<file path="src/rtl/pci_term_pkg.sv">
package pci_term_pkg;

    typedef enum logic [2:0] {
        ST_IDLE,
        ST_REQ,
        ST_ADDR,
        ST_DATA,
        ST_FDROP,
        ST_IDROP,
        ST_WAIT
    } mstate_e;

    typedef enum logic [1:0] {
        TK_DONE        = 2'd0,
        TK_DISC_DATA   = 2'd1,
        TK_DISC_NODATA = 2'd2,
        TK_ABORT       = 2'd3
    } term_e;

    typedef struct packed {
        mstate_e st;
        term_e   kind;
        logic    dev_seen;
        logic    csr_clr;
        logic    done;
    } ctl_s;

    localparam ctl_s CTL_RESET = '{st: ST_IDLE, kind: TK_DONE, dev_seen: 1'b0,
                                   csr_clr: 1'b0, done: 1'b0};

endpackage

</file>
<file path="src/rtl/pci_term_classify.sv">
module pci_term_classify
    import pci_term_pkg::*;
(
    input  logic  in_data,
    input  logic  trdy,
    input  logic  stop,
    input  logic  devsel,
    input  logic  dev_seen,
    input  logic  last,
    output logic  xfer,
    output logic  hit,
    output term_e kind
);

    logic abort;

    // abort: target had claimed the access, now lets go of it while stopping
    assign abort = in_data && dev_seen && !devsel && stop;
    assign xfer  = in_data && trdy && !abort;

    always_comb begin
        hit  = 1'b1;
        kind = TK_DONE;
        if (!in_data) begin
            hit = 1'b0;
        end else if (abort) begin
            kind = TK_ABORT;
        end else if (xfer && last) begin
            kind = TK_DONE;
        end else if (stop && trdy) begin
            kind = TK_DISC_DATA;
        end else if (stop) begin
            kind = TK_DISC_NODATA;
        end else begin
            hit = 1'b0;
        end
    end

endmodule

</file>
<file path="src/rtl/pci_addr_track.sv">
module pci_addr_track #(
    parameter int AW   = 32,
    parameter int CW   = 8,
    parameter int STEP = 8
) (
    input  logic          clk,
    input  logic          rst_n,
    input  logic          load,
    input  logic [AW-1:0] load_addr,
    input  logic [CW-1:0] load_cnt,
    input  logic          step,
    output logic [AW-1:0] addr,
    output logic          last
);

    localparam logic [AW-1:0] INC = AW'(STEP);

    logic [AW-1:0] addr_d, addr_q;
    logic [CW-1:0] rem_d,  rem_q;

    always_comb begin
        addr_d = addr_q;
        rem_d  = rem_q;
        if (load) begin
            addr_d = load_addr;
            rem_d  = load_cnt;
        end else if (step) begin
            addr_d = addr_q + INC;
            rem_d  = rem_q - 1'b1;
        end
    end

    always_ff @(posedge clk or negedge rst_n) begin
        if (!rst_n) begin
            addr_q <= '0;
            rem_q  <= '0;
        end else begin
            addr_q <= addr_d;
            rem_q  <= rem_d;
        end
    end

    assign addr = addr_q;
    assign last = (rem_q == CW'(1));

    // each moved word advances the next-word address by one word
    assert_step_advance_R4: assert property (@(posedge clk) disable iff (!rst_n)
        (step && !load) |=> (addr == $past(addr) + INC));

    // the final word leaves nothing to move
    assert_last_drains_R4: assert property (@(posedge clk) disable iff (!rst_n)
        (step && !load && last) |=> !last);

endmodule

</file>
<file path="src/rtl/pci_retry_timer.sv">
module pci_retry_timer #(
    parameter int GAP = 2
) (
    input  logic clk,
    input  logic rst_n,
    input  logic load,
    input  logic tick,
    output logic zero
);

    localparam int TW = (GAP < 2) ? 1 : $clog2(GAP);
    localparam logic [TW-1:0] INIT = TW'(GAP - 1);

    logic [TW-1:0] cnt_d, cnt_q;

    always_comb begin
        cnt_d = cnt_q;
        if (load) begin
            cnt_d = INIT;
        end else if (tick && (cnt_q != '0)) begin
            cnt_d = cnt_q - 1'b1;
        end
    end

    always_ff @(posedge clk or negedge rst_n) begin
        if (!rst_n) begin
            cnt_q <= '0;
        end else begin
            cnt_q <= cnt_d;
        end
    end

    assign zero = (cnt_q == '0);

endmodule

</file>
<file path="src/rtl/pci_master_term.sv">
module pci_master_term
    import pci_term_pkg::*;
#(
    parameter int AW         = 32,
    parameter int CW         = 8,
    parameter int WORD_BYTES = 8,
    parameter int RETRY_GAP  = 2
) (
    input  logic          clk,
    input  logic          rst_n,
    input  logic          cmd_valid,
    input  logic [AW-1:0] cmd_addr,
    input  logic [CW-1:0] cmd_words,
    input  logic          gnt,
    input  logic          devsel,
    input  logic          trdy,
    input  logic          stop,
    output logic          req,
    output logic          frame,
    output logic          irdy,
    output logic          bus_oe,
    output logic [AW-1:0] addr_out,
    output logic [1:0]    term_code,
    output logic          csr_clear,
    output logic          done
);

    ctl_s  c_d, c_q;
    logic  in_data;
    logic  xfer, hit, last;
    term_e kind;
    logic  accept, tmr_load, tmr_zero;

    assign in_data = (c_q.st == ST_DATA);

    pci_term_classify u_classify (
        .in_data  (in_data),
        .trdy     (trdy),
        .stop     (stop),
        .devsel   (devsel),
        .dev_seen (c_q.dev_seen),
        .last     (last),
        .xfer     (xfer),
        .hit      (hit),
        .kind     (kind)
    );

    pci_addr_track #(.AW(AW), .CW(CW), .STEP(WORD_BYTES)) u_addr (
        .clk       (clk),
        .rst_n     (rst_n),
        .load      (accept),
        .load_addr (cmd_addr),
        .load_cnt  (cmd_words),
        .step      (xfer),
        .addr      (addr_out),
        .last      (last)
    );

    pci_retry_timer #(.GAP(RETRY_GAP)) u_timer (
        .clk   (clk),
        .rst_n (rst_n),
        .load  (tmr_load),
        .tick  (c_q.st == ST_WAIT),
        .zero  (tmr_zero)
    );

    always_comb begin
        c_d         = c_q;
        c_d.csr_clr = 1'b0;
        c_d.done    = 1'b0;
        accept      = 1'b0;
        tmr_load    = 1'b0;
        case (c_q.st)
            ST_IDLE: begin
                if (cmd_valid && (cmd_words != '0)) begin
                    accept   = 1'b1;
                    c_d.st   = ST_REQ;
                end
            end
            ST_REQ: begin
                if (gnt) begin
                    c_d.st       = ST_ADDR;
                    c_d.dev_seen = 1'b0;
                end
            end
            ST_ADDR: c_d.st = ST_DATA;
            ST_DATA: begin
                if (devsel) begin
                    c_d.dev_seen = 1'b1;
                end
                if (hit) begin
                    c_d.st      = ST_FDROP;
                    c_d.kind    = kind;
                    c_d.csr_clr = (kind == TK_ABORT);
                end
            end
            ST_FDROP: c_d.st = ST_IDROP;
            ST_IDROP: begin
                if ((c_q.kind == TK_DISC_DATA) || (c_q.kind == TK_DISC_NODATA)) begin
                    c_d.st   = ST_WAIT;
                    tmr_load = 1'b1;
                end else begin
                    c_d.st   = ST_IDLE;
                    c_d.done = (c_q.kind == TK_DONE);
                end
            end
            ST_WAIT: begin
                if (tmr_zero) begin
                    c_d.st = ST_REQ;
                end
            end
            default: c_d.st = ST_IDLE;
        endcase
    end

    always_ff @(posedge clk or negedge rst_n) begin
        if (!rst_n) begin
            c_q <= CTL_RESET;
        end else begin
            c_q <= c_d;
        end
    end

    assign req       = (c_q.st == ST_REQ);
    assign frame     = (c_q.st == ST_ADDR) || (c_q.st == ST_DATA);
    assign irdy      = (c_q.st == ST_DATA) || (c_q.st == ST_FDROP);
    assign bus_oe    = frame || (c_q.st == ST_FDROP) ||
                       ((c_q.st == ST_IDROP) && (c_q.kind != TK_ABORT));
    assign term_code = c_q.kind;
    assign csr_clear = c_q.csr_clr;
    assign done      = c_q.done;

    // FRAME goes first, IRDY follows one cycle later
    assert_frame_first_R6: assert property (@(posedge clk) disable iff (!rst_n)
        $fell(frame) |-> irdy);
    assert_irdy_follows_R6: assert property (@(posedge clk) disable iff (!rst_n)
        $fell(frame) |=> !irdy);

    // disconnect or completion keeps the drivers on for one more cycle
    assert_hold_drive_R7: assert property (@(posedge clk) disable iff (!rst_n)
        ($fell(irdy) && (term_code != 2'd3)) |-> bus_oe);

    // abort lets go of the bus together with IRDY
    assert_abort_release_R8: assert property (@(posedge clk) disable iff (!rst_n)
        ($fell(irdy) && (term_code == 2'd3)) |-> !bus_oe);

    // fatal clear is a single pulse and is never followed by a retry request
    assert_clear_pulse_R11: assert property (@(posedge clk) disable iff (!rst_n)
        csr_clear |=> !csr_clear);
    assert_no_retry_R11: assert property (@(posedge clk) disable iff (!rst_n)
        csr_clear |=> !req ##1 !req ##1 !req);

    // completion pulse comes only once the bus is released
    assert_done_released_R12: assert property (@(posedge clk) disable iff (!rst_n)
        done |-> (!bus_oe && !req));

    // a grant without a pending request never starts a transaction
    assert_gnt_ignored_R13: assert property (@(posedge clk) disable iff (!rst_n)
        (!req && !frame) |=> !frame);
    assert_req_offbus_R13: assert property (@(posedge clk) disable iff (!rst_n)
        req |-> !bus_oe);

endmodule

</file>
<file path="config.mk">
export PLATFORM = sky130hd
export DESIGN_NAME = pci_master_term
export DESIGN_NICKNAME = d
export VERILOG_FILES = /design/src/rtl/pci_term_pkg.sv /design/src/rtl/pci_term_classify.sv /design/src/rtl/pci_addr_track.sv /design/src/rtl/pci_retry_timer.sv /design/src/rtl/pci_master_term.sv
export SDC_FILE = /design/constraint.sdc
export NUM_CORES = 1
export LEC_CHECK = 0
export BUFFER_PORTS_ARGS = -buffer_cell sky130_fd_sc_hd__buf_4
export CAP_MARGIN = 25
export CORE_MARGIN = 2
export CORE_UTILIZATION = 30
export CTS_CLUSTER_SIZE = 10
export DETAILED_ROUTE_END_ITERATION = 8
export GPL_ROUTABILITY_DRIVEN = 0
export GPL_TIMING_DRIVEN = 1
export HOLD_SLACK_MARGIN = 0.06
export PLACE_DENSITY = 0.54
export SYNTH_ARGS = -nofsm -noshare
export SYNTH_HDL_FRONTEND = slang
export SYNTH_SLANG_ARGS = --single-unit
</file>
<file path="constraint.sdc">
create_clock -name clk -period 3.5 [get_ports clk]
set_input_delay 0.525 -clock clk [delete_from_list [all_inputs] [get_ports clk]]
set_output_delay 0.525 -clock clk [all_outputs]
set_load 0.005 [all_outputs]
</file>
; Yosys cells after proc, flatten, opt, wreduce, memory -nomap -nowiden
; Cells that the tools add are included.
[word_totals]
regBits = 49
output_inout_bits = 40
elab_cells = 86
[op_classes]
addsub = 3
eq_ne = 16
mux = 33
reduce_logical = 26
[op_table]
columns = cell, n
row1 = $mux W32, 2
row2 = $add A32 B4 Y32 const B, 1
row3 = $pmux W3 S7, 1
row4 = $mux W1, 17
row5 = $mux W8, 2
row6 = $mux W3, 4
row7 = $ne A2 B2 Y1 const B, 6
row8 = $logic_and A1 B1 Y1, 10
row9 = $mux W2, 5
row10 = $eq A3 B3 Y1 const B, 3
row11 = $eq A8 B1 Y1 const B, 1
row12 = $reduce_bool A8 Y1, 1
row13 = $sub A8 B1 Y8 const B, 1
row14 = $eq A3 B2 Y1 const B, 2
row15 = $reduce_bool A2 Y1, 3
row16 = $logic_or A1 B1 Y1, 5
row17 = $mux W5, 1
row18 = $eq A2 B2 Y1 const B, 2
row19 = $reduce_and A4 Y1, 1
row20 = $eq A3 B1 Y1 const B, 1
row21 = $logic_not A3 Y1, 1
row22 = $reduce_and A3 Y1, 1
row23 = $eq A2 B1 Y1 const B, 1
row24 = $logic_not A1 Y1, 2
row25 = other kinds (4), 4

; Depth between registers and ports, before layout
; Gate-level depths: netlist of run 1.
[depth]
depth_word = 13
mapped_depth = 7
mapped_depth_nobuf = 6

; Cells and area by module
; From an unflattened synthesis of run 1, not the netlist that was laid out.
[unflattened]
hier_cells = 333
area_unflattened_um2 = 3004.1
[by_module_without_submodules]
columns = module, n_inst, cells_per_inst, area_each_um2
row1 = pci_addr_track, 1, 258, 2374.8
row2 = pci_master_term, 1, 63, 530.5
row3 = pci_term_classify, 1, 9, 58.8
row4 = pci_retry_timer, 1, 3, 40.0

; Worst setup path before layout of run 1
; No wires, ideal clock.
[synth_path]
kind = input to register
start = in cmd_words[4]
end = reg u_addr.addr_q[3], in the netlist u_addr.addr[3]
setup_time_ns = 0.126
arrival_ns = 1.951
setup_slack_ns = 1.423
cell_stages = 4
path_cell_list = or4_1 -> o211a_2 -> clkbuf_1 -> a221o_1
[synth_via]
elab_chain_cells = 5
word_cells_on_any_way = 6
[synth_rtl]
columns = item, line
row1 = "start, declared", pci_master_term.sv:13  ; input logic [CW-1:0] cmd_words,
row2 = $reduce_bool A8 Y1 (*), pci_master_term.sv:75  ; if (cmd_valid && (cmd_words != '0)) begin
row3 = $logic_and A1 B1 Y1 (*), pci_master_term.sv:75
row4 = $mux W1 (*), pci_master_term.sv:75
row5 = $mux W1 (*), pci_master_term.sv:73  ; case (c_q.st)
row6 = $mux W32 / $reduce_bool A2 Y1 (equally long branches), -
row7 = "end signal, assigned", pci_addr_track.sv:38  ; addr_q <= addr_d;
row8 = "end, declared", pci_addr_track.sv:18  ; logic [AW-1:0] addr_d, addr_q;
; Every way passes the cells marked *; elsewhere a longest branch is shown, timed or not.
; A chain may end at the register's enable or synchronous reset.

; Final worst setup path of run 1
[layout_path]
start = reg c_q[5] (netlist name)
end = reg u_addr.addr_q[31], in the netlist u_addr.addr[31]
[layout_via]
elab_chain_cells = 7
word_cells_on_any_way = 11
[layout_rtl]
columns = item, line
row1 = "start, declared", pci_master_term.sv:28  ; ctl_s c_d, c_q;
row2 = "start signal, assigned", pci_master_term.sv:118  ; c_q <= CTL_RESET;
row3 = "start signal, assigned", pci_master_term.sv:120  ; c_q <= c_d;
row4 = $eq A3 B2 Y1, pci_master_term.sv:34  ; assign in_data = (c_q.st == ST_DATA);
row5 = $logic_and A1 B1 Y1 (3 in a row), pci_term_classify.sv:18  ; assign abort = in_data && dev_seen && !devsel && stop;
row6 = $logic_not A1 Y1, pci_term_classify.sv:19  ; assign xfer = in_data && trdy && !abort;
row7 = $logic_and A1 B1 Y1, pci_term_classify.sv:19
row8 = $reduce_bool A2 Y1 (no source line), -
; Parallel ways exist; a longest one is shown, timed or not.

==> results.yml, run 1 <==
status:
  status: "complete, no violations"
detailed_routing:
  drtIter0Drc: 91
  via_count: 2699
  drt-vias-per-instance: 5.30
  postRouteAntennaNets: 0
  drc: 0
  wl_per_cell_um: 15.4
  drtPass1Iterations: 6
  wl_um: 7830
logic_synthesis:
  synth_area_um2: 2810
  synthCells: 318
  synth_seq_cells: 49
  async_flop_share_pct: 100
  yosysSeqAreaShare_pct: 43.7
  avgSynthCellArea_um2: 8.83
  synthFlopType: "dfrtp_1"
  synth_nets: 370
  synth_edf_count: 0
  yosys_warnings: 0
  yosysUniqueCellTypes: 52
critical_path:
  criticalPathCategory: "reg2reg"
  cp-end-kind: "flip-flop"
  critPathTopFamily: "simple AND/OR/NAND/NOR gates"
  reg2reg_from: "c_q[5]"
  cp.arrival_ns: 2.59
  cp-startpoint: "c_q[5]"
  cp.required_ns: 3.73
  worstPathCellList: "nand4b_1 > nor2_1 > nand4_1 > or4_1 > a31oi_1"
  worstPathMaxFanout: 19
  crit_path_start_kind: "flip-flop"
  crit_path_top_delay_cell: "dfrtp_1"
  crit_buf_inv: 0
  slowest_delay_ns: 0.66
global_route:
  grt_max_degree: 51
  use_met2_pct: 25.1
  grt_use_met3_pct: 2.50
  antenna_found_initial: 0
  grt_first_pass_wirelength_um: 12900
  overflow: 0
  grtUsageMet1_pct: 22.2
  grt.total_usage_pct: 15.8
  busiest_layer: "met2"
  grt_pass1_vias: 2560
power:
  internal-power_w: 0.00168
  irDropWorstVdd_v: 0.000283
  switching_power_w: 0.00107
  swShare_pct: 39.0
  p_seq_share_pct: 41.4
  combPwrFrac_pct: 41.0
  leakage_nw: 1.65
  power_density_nw_per_um2: 751
  power_frac_clock_pct: 17.6
finish:
  antenna_cells: 0
  mostFrequentLayoutCell: "buf_4"
  drive_above_1_share_pct: 26.9
  fill_cells: 948
  layout_common_cells: "buf_4, nand2_1, dfrtp_1"
  final_nets: 449
  final_area_um2: 3670
  seq_area_um2: 1230
  multi_input_area_um2: 1470
  area_growth_syn_to_layout_pct: 30.9
floorplanning:
  ios: 87
  die_h_um: 101
  fp.dieArea_um2: 10100
  initial_core_util_pct: 30.7
  coreArea_um2: 9150
  num_rows: 35
  die_x_um: 101
placement:
  postPlaceCellArea_um2: 3540
  io_buffer_count: 86
  place_hpwl_um: 5630
timing:
  fin_crit_sh_pct: 67.5
  period_minus_slack_ns: 2.36
  fin_tns_setup_ns: 0
  max_slew_margin_pct: 45.0
  slew_viol_final: 0
  timing.fmax_mhz: 423
  fin_worst_skew_ns: 0.0136
  setup_violations: 0
  rsz0062_at_grt: "no"
  hold_viol: 0
  tightest_slew_ns: 0.819
job:
  drv_cap: 0
clock_network:
  cts.repair.resized: 0
  max-clock-path-buffers: 2
  clk_pin_slew_worst_paths_ns: 0.09
  cts_setup_buffers: 0
  cts_tree: "built"
  hold_buffers: 0
  root_buffer: "clkbuf_8"
  cts.sinks: 49
  cts.htree.levels: 2
  cts_buffers: 5
  clk_latency_ns: 0.31
worst_hold_path:
  hp-class: "in2async"
## synthesized netlist by cell type, drive strengths merged (3+ instances only)
cell,count,area [µm²]
xor2,12,105
inv,10,37.5
o211ai,10,80.1
and3,6,37.5
nand4b,3,26.3
buf,6,33.8
nor3,3,15.0
or4,7,52.6
a21oi,9,45.0
o21ai,33,165
a22oi,7,52.6
nand4,9,77.6
dfrtp,49,1230
nor2b,3,18.8
nor4,4,46.3
nand3,21,105
ha,5,62.6
or3,3,18.8
nor2,15,58.8
a31oi,5,31.3
nand2,58,218
a41oi,3,26.3
clkbuf,11,41.3
## path summary, 6_finish.rpt
kind,slack [ns],to,cells past startpoint
min reg2reg,0.48,u_addr.addr[1],2
min in group clk,0.40,u_addr.addr[1],3
min,0.23,u_addr.rem_q[2],1
max,1.14,u_addr.addr[31],5
max reg2reg,1.14,u_addr.addr[31],5
max in group asynchronous,2.80,u_addr.addr[25],1
## worst reg2reg max path: stages (launching register included)
cell and delay [ns]:
dfrtp_1 0.66, nand4b_1 0.23, nor2_1 0.49, nand4_1 0.25
or4_1 0.50, a31oi_1 0.16
## final cells by class
type / instances / area share, %
clock buffer: 5 / 1.87
clock inverter: 3 / 1.77
inverter: 10 / 1.02
multi-input combinational: 242 / 40.0
sequential: 49 / 33.4
tap: 111 / 3.78
timing repair buffer: 89 / 18.2
## flip-flops by register name, summed over array words and instances (netlist names)
signal         flops
u_addr.addr       32
u_addr.rem_q       8
c_q                4
term_code          2
csr_clear          1
done               1
u_timer.cnt_q      1
## power by group through the flow
| stage | Sequential, W | Combinational [W] | Clock [W] |
|---|---|---|---|
| after floorplan | 0.00105 | 0.000693 | 0 |
| after global placement | 0.00114 | 0.00113 | 0 |
| after detailed placement | 0.00115 | 0.00115 | 0 |
| after CTS | 0.00114 | 0.00115 | 0.000499 |
| after global routing | 0.00120 | 0.00129 | 0.000518 |
| final | 0.00114 | 0.00113 | 0.000485 |
## routing by layer
| metal | vias up | share of wire (%) |
|---|---|---|
| li1 | 1321 | - |
| met4 | 0 | 1.1 |
| met5 | - | 0 |
| met2 | 79 | 48 |
| met1 | 1293 | 47 |
| met3 | 6 | 4.3 |
## through the flow
stage / hold WS (ns) / instances / setup slack [ns] / util (%) / total power, W
3_5_place_dp: 0.464 / 501 / 0.871 / 38.7 / 0.00230
2_1_floorplan: 0.229 / 318 / 1.42 / - / 0.00174
6_report: 0.230 / 509 / 1.14 / 40.1 / 0.00276
5_1_grt: 0.291 / 509 / 0.875 / 40.1 / 0.00300
3_3_place_gp: 0.462 / 501 / 0.970 / 38.7 / 0.00227
4_1_cts: 0.267 / 509 / 1.14 / 40.1 / 0.00279
## kinds of logic after synthesis
kind of cell / share of synthesized area (%)
and+or+nand+nor: 26.4
AOI/OAI and AO/OA: 18.9
DFF: 43.7
buffers and inverters: 4.01
xor gates and xnor gates: 4.37
adders and majority gates: 2.23
muxes: 0.401
Power figures use the tool's default switching activity.
==> run 2: changes to the inputs <==
==> constraint.sdc (replaced) <==
create_clock -name clk -period 2.2 [get_ports clk]
set_input_delay 0.33 -clock clk [delete_from_list [all_inputs] [get_ports clk]]
set_output_delay 0.33 -clock clk [all_outputs]
set_load 0.005 [all_outputs]
==> run 2 against run 1 <==
Sequential power increased by 54%. Sequential share of layout area decreased by 0.54 points. Design area increased by 1.6%. Setup slack got worse by 0.94 ns. Highest routed layer unchanged. Total power increased by 54%. Combinational power increased by 75%. Clock skew decreased by 0.00068 ns. Register-to-register slack got worse by 0.94 ns. Maximum frequency increased by 18%. Die area unchanged. Routed wire length increased by 1.3%. Critical path type unchanged. Cell count increased by 2.6%.
==> results.yml, run 2 (synthesis results as in run 1) <==
finish:
  area_growth_syn_to_layout_pct: 33.0
  largest_register_ff_count: 32
  mostFrequentLayoutCell: "buf_4"
  final_nets: 462
  layout_common_cells: "buf_4, nand2_1, dfrtp_1"
  antenna_cells: 0
  drive_above_1_share_pct: 28.7
  final_area_um2: 3730
placement:
  io_buffer_count: 86
  postPlaceCellArea_um2: 3650
  place_hpwl_um: 5890
critical_path:
  cp.arrival_ns: 2.25
  cp-startpoint: "u_addr.rem_q[3]"
  r2r-end: "term_code[0]"
  ff2ff_path_depth: 6
  reg2reg_from: "u_addr.rem_q[3]"
  cp-end-kind: "flip-flop"
  r2r_setup_slack_ns: 0.20
  cp.required_ns: 2.44
  crit_path_start_kind: "flip-flop"
  criticalPathCategory: "reg2reg"
  endpoint: "term_code[0]"
  worstPathMaxFanout: 5
clock_network:
  cts.htree.levels: 2
  cts_buffers: 5
  root_buffer: "clkbuf_8"
  clk_latency_ns: 0.30
  cts.sinks: 49
  cts.repair.resized: 0
  clk_pin_slew_worst_paths_ns: 0.09
  cts_tree: "built"
  hold_buffers: 0
  max-clock-path-buffers: 2
  cts_setup_buffers: 0
floorplanning:
  coreArea_um2: 9150
  ios: 87
  fp.dieArea_um2: 10100
  die_x_um: 101
  num_rows: 35
  initial_core_util_pct: 30.7
  die_h_um: 101
global_route:
  grt_pass1_vias: 2568
  grt_max_degree: 50
  overflow: 0
  grt_first_pass_wirelength_um: 12900
  grt.total_usage_pct: 16.0
  antenna_found_initial: 0
detailed_routing:
  drtPass1Iterations: 4
  wl_per_cell_um: 15.2
  postRouteAntennaNets: 0
  via_count: 2698
  drt-vias-per-instance: 5.17
  wl_um: 7940
  drtIter0Drc: 103
  drc: 0
timing:
  fin_crit_sh_pct: 91.1
  setup_violations: 0
  tightest_slew_ns: 0.650
  rsz0062_at_grt: "no"
  fin_tns_setup_ns: 0
  fin_worst_skew_ns: 0.0129
  timing.fmax_mhz: 499
  period_minus_slack_ns: 2.00
  hold_viol: 0
  max_slew_margin_pct: 56.7
  slew_viol_final: 0
job:
  drv_cap: 0
power:
  leakage_nw: 1.68
  irDropWorstVdd_v: 0.000400
  power_density_nw_per_um2: 1140
status:
  status: "complete, no violations"
worst_hold_path:
  hp-class: "in2async"
[run 2: cell types whose count changed in the layout (fill, tap and decap cells not counted), sizes merged]
cell	delta
buf	+13
clkinv	-1
bufinv	-2
clkbuf	+2
clkinvlp	+1
[run 2: worst max-delay path, cell delays in order (launching register included)]
cell	delay, ns
dfrtp_1	0.41
or3_1	0.46
nor4_1	0.42
buf_4	0.21
a31oi_1	0.13
o21ai_0	0.18
o31a_1	0.15
[run 2: stage by stage]
stage	util, %	instances	worst slack (ns)	power [W]	hold slack (ns)
floorplan	-	318	0.318	0.00277	0.0344
global placement	39.9	514	0.154	0.00374	0.415
detailed placement	39.9	514	0.134	0.00378	0.407
CTS	40.8	522	0.222	0.00432	0.0749
global route	40.8	522	0.0974	0.00465	0.0895
finish	40.8	522	0.196	0.00426	0.0568
[run 2: per-layer routing]
layer / vias up / global-route usage, % / wire length (µm)
li1: 1342 / - / -
met3: 2 / 3.12 / 331
met4: 0 / 3.48 / 49
met5: - / 0 / 0
met1: 1298 / 22.4 / 3790
met2: 56 / 25.7 / 3770
[run 2: where the power goes]
| group | internal, W | total (W) | switching [W] |
|---|---|---|---|
| Clock | 0.000226 | 0.000525 | 0.000299 |
| Combinational | 0.00102 | 0.00198 | 0.000966 |
| Sequential | 0.00130 | 0.00175 | 0.000450 |
| Total | 0.00254 | 0.00426 | 0.00171 |
[run 2: how the worst min path moves through the flow]
stage	end	slack [ns]	cells after the start
floorplan	c_q[2]	0.03	0
global placement	u_addr.rem_q[2]	0.41	1
detailed placement	u_addr.rem_q[2]	0.41	1
CTS	u_addr.addr[5]	0.07	1
global route	u_addr.addr[25]	0.09	1
finish	u_addr.rem_q[2]	0.06	1
[run 2: layout make-up]
class                      instances  area [µm²]
clock buffer                       7        76.3
clock inverter                     1        7.51
fill                             914        5420
inverter                          10        37.5
multi-input combinational        242        1470
sequential                        49        1230
tap                              111         139
timing repair buffer             102         778
